**src/rtl/alert_streak_filter.sv**
```systemverilog
module alert_streak_filter #(
  parameter int ADDR_W = 8,
  parameter logic [ADDR_W-1:0] CFG_ADDR = 8'h22,
  parameter int RUN_MAX = 4
) (
  input  logic              clk,
  input  logic              rst_n,
  input  logic              reg_we,
  input  logic [ADDR_W-1:0] reg_addr,
  input  logic [7:0]        reg_wdata,
  output logic [7:0]        reg_rdata,
  input  logic              conv_done,
  input  logic              out_of_limit,
  output logic              alert,
  output logic              timeout_en
);
  localparam int CNT_W = $clog2(RUN_MAX + 1);
  localparam logic [CNT_W-1:0] RUN_TOP = CNT_W'(RUN_MAX);

  logic [7:0]       cfg_q;
  logic [CNT_W-1:0] run_q, run_nx, need;
  logic             alert_q;

  wire cfg_hit = (reg_addr == CFG_ADDR);
  wire wr_hit  = reg_we && cfg_hit;

  always_comb begin
    if (cfg_q[3])      need = CNT_W'(4);
    else if (cfg_q[2]) need = CNT_W'(3);
    else if (cfg_q[1]) need = CNT_W'(2);
    else               need = CNT_W'(1);
  end

  assign run_nx = !out_of_limit ? '0 :
                  (run_q == RUN_TOP) ? run_q : run_q + CNT_W'(1);

  always_ff @(posedge clk or negedge rst_n) begin
    if (!rst_n) begin
      cfg_q   <= 8'h00;
      run_q   <= '0;
      alert_q <= 1'b0;
    end else if (wr_hit) begin
      cfg_q   <= reg_wdata;
      run_q   <= '0;
      alert_q <= 1'b0;
    end else if (conv_done) begin
      run_q   <= run_nx;
      alert_q <= (run_nx >= need);
    end
  end

  assign reg_rdata  = cfg_hit ? cfg_q : 8'h00;
  assign alert      = alert_q;
  assign timeout_en = cfg_q[7];
endmodule


```
**config.mk**
```make
export PLATFORM = sky130hd
export DESIGN_NAME = alert_streak_filter
export DESIGN_NICKNAME = d
export VERILOG_FILES = /design/src/rtl/alert_streak_filter.sv
export SDC_FILE = /design/constraint.sdc
export NUM_CORES = 1
export LEC_CHECK = 0
export ABC_AREA = 1
export BUFFER_PORTS_ARGS = -buffer_cell sky130_fd_sc_hd__buf_2
export CAP_MARGIN = 10
export CORE_MARGIN = 3
export CORE_UTILIZATION = 47
export DETAILED_ROUTE_END_ITERATION = 10
export PLACE_DENSITY = 0.77
export SLEW_MARGIN = 10
export SYNTH_ARGS = -nofsm -noshare
export SYNTH_HDL_FRONTEND = slang
export SYNTH_SLANG_ARGS = --single-unit
```
**constraint.sdc**
```tcl
create_clock -name clk -period 2.2 [get_ports clk]
set_input_delay 0.33 -clock clk [delete_from_list [all_inputs] [get_ports clk]]
set_output_delay 0.33 -clock clk [all_outputs]
set_load 0.02 [all_outputs]
```
==> flow_metrics.tcl <==
set metrics [dict create \
    cp.required_ps 2370 \
    synthesis.nets 139 \
    leakage_nw 0.580 \
    path_class "register to register" \
    power_mw 0.515 \
    place.gp.congestion 0.823 \
    fin_tns_setup_ps 0 \
    critPathArrivalTime_ps 1870 \
    grt_pass1_wl_um 2660 \
    overflow 0 \
    drive_above_1_share 0.283 \
    synth.avg_cell_area_um2 6.94 \
    dr.pass1.iters 4 \
    core_area_mm2 0.00154 \
    hold_viol 0 \
    grt_usage 0.165 \
    finalNetCount 173 \
    report.final.slew_viol_count 0 \
    vias 778 \
    min_period_ps 1700 \
    fill_cells 154 \
    cap_violations 0 \
    synth_commonest_cells "31 x nand2_1, 19 x inv_1, 17 x nor2_1, 13 x nand3_1, 12 x dfrtp_1" \
    tightest_slew_ps 271 \
    die-area_mm2 0.00220 \
    endpoint_kind "register" \
    htreeDepth 1 \
    startpoint_type "register" \
    root_buffer "clkbuf_4" \
    cts_sinks 12 \
    cts.repair.resized 0 \
    initial_core_util 0.509 \
    vdd_drop_max_v 0.000302 \
    setup_violations 0 \
    clockBufferDepth 2 \
    route.detailed.wl_per_inst_um 10.4 \
    synth_cell_types 18 \
    cts_tree "built" \
    synthToLayoutAreaGrowth_pct 23.8 \
    cts_setup_buffers 0 \
    via_per_inst 4.83 \
    drc 0 \
    synthesis.area_um2 785 \
    totalWireLength_um 1670 \
    utilization 0.630 \
    worstPathMaxFanout 3 \
    syn_inst 113 \
    antenna_found_initial 0 \
    status "finished, final reports clean" \
    ys_seq_area_frac 0.383 \
    max_freq_mhz 588 \
    cp_slowest_stage_delay_ps 370 \
    cp_top_family "simple AND/OR/NAND/NOR gates" \
    cts_hold_buf 1 \
    placementRows 14 \
    slowest_stage "dfrtp_1" \
    cts_buffers 3 \
    pin_count 31 \
    diodes 0 \
    synthArstFlopShare 1.00 \
    dp_hpwl_um 1300 \
    numPortBuffers 30 \
    crit_buf_inv 2 \
    timing.slew.headroom 0.819 \
    synth_edf_count 0 \
    drtIter0Drc 9 \
    rsz0062_at_grt "false" \
    cts.reportedPaths.clkPinSlew_ps 70 \
    die_w_um 46.9 \
    synth.most_common_cell "nand2_1" \
    clk-insertion-delay-late_ps 270 \
    synth_top_cell_area_share 0.383 \
    die_y_um 46.9 \
    path_cells "inv_1 -> ha_1 -> inv_1 -> nand3_1 -> and2_1 -> ha_1 -> or2_2 -> nor2_1 -> nor2_1" \
    synth.yosys.warnings 0 \
    grt_pass1_vias 691 \
    yosys_most_used_dff "dfrtp_1" \
    grt_max_degree 13 \
    synth.ff_latch_count 12 \
    hold_path_class "input port to register" \
    finClkSkew_ps 5.37 \
    p_per_area_mw_per_mm2 531 \
    detail-route-antenna-nets 0 \
    min_period_over_period 0.773 \
    synth_area_leaders "dfrtp_1 38%, nand2_1 15%, inv_1 9.1%, nand3_1 8.3%, nor2_1 8.1%" \
    synth_top_area_cell "dfrtp_1" \
]
==> worst paths after layout <==
check,startpoint,end,slack (ps),depth (start not counted)
min in group asynchronous,rst_n,cfg_q[5],470,2
hold reg to reg,cfg_q[6],cfg_q[6],480,2
setup / recovery,run_q[0],alert,500,9
hold / removal,reg_wdata[0],cfg_q[0],290,3
max in group asynchronous,rst_n,cfg_q[0],1510,2
setup reg to reg,run_q[0],alert,500,9
==> cells by family (layout without fill, tap and decap cells) <==
logic type      count (synthesis)  count (layout)  share of synthesized area
simple gates                   69              69                      0.388
buf+inv                        23              55                      0.124
flops                          12              12                      0.383
fa+ha+maj                       5               5                     0.0797
compound gates                  4               4                     0.0255
==> power by group <==
part | internal [mW] | switching [mW] | leakage (nW)
Combinational | 0.0562 | 0.0728 | 0.407
Clock | 0.0633 | 0.0702 | 0.0138
Sequential | 0.240 | 0.0128 | 0.160
Total | 0.359 | 0.156 | 0.580
==> routing by layer <==
layer / global-route usage / up-vias / part of all wire
met3: 0.0115 / 5 / 0.043
met4: 0.0663 / 0 / 0.022
met2: 0.282 / 24 / 0.53
met1: 0.216 / 344 / 0.40
met5: 0 / - / 0
li1: - / 405 / -
==> area by class of cell <==
cell class	instances	area, um2	area share
tap	16	20.0	0.0206
clock buffer	3	22.5	0.0232
multi-input combinational	78	387	0.398
sequential	12	300	0.309
timing repair buffer	31	160	0.165
inverter	21	81.3	0.0838
==> sequential cells by signal, indices dropped and copies added (netlist names) <==
signal and count:
cfg_q 8, run_q 3, alert 1
==> worst min-delay path: cells and delay by family <==
kind / cells / cell delay, ps
buffers and inverters: 1 / 70
and+or+nand+nor: 2 / 120
==> per-stage QoR <==
stage | hold slack, ps | cells | worst slack (ps) | cell area, um2
4_1_cts | 287 | 161 | 489 | 971
3_3_place_gp | 222 | 157 | 592 | 938
2_1_floorplan | 34.4 | 113 | 621 | 785
6_report | 286 | 161 | 500 | 971
5_1_grt | 294 | 161 | 332 | 971
3_5_place_dp | 223 | 157 | 539 | 938
==> layout by cell type (no fill, tap or decap), types with 2 or more instances in the layout <==
| cell type | n |
|---|---|
| nand2_1 | 31 |
| nor2_1 | 17 |
| clkbuf_4 | 3 |
| inv_1 | 19 |
| dfrtp_1 | 12 |
| o21ai_0 | 3 |
| and2_1 | 2 |
| buf_2 | 30 |
| nand3_1 | 13 |
| or2_2 | 2 |
| ha_1 | 5 |
No activity file was read; power rests on OpenSTA's default activity.
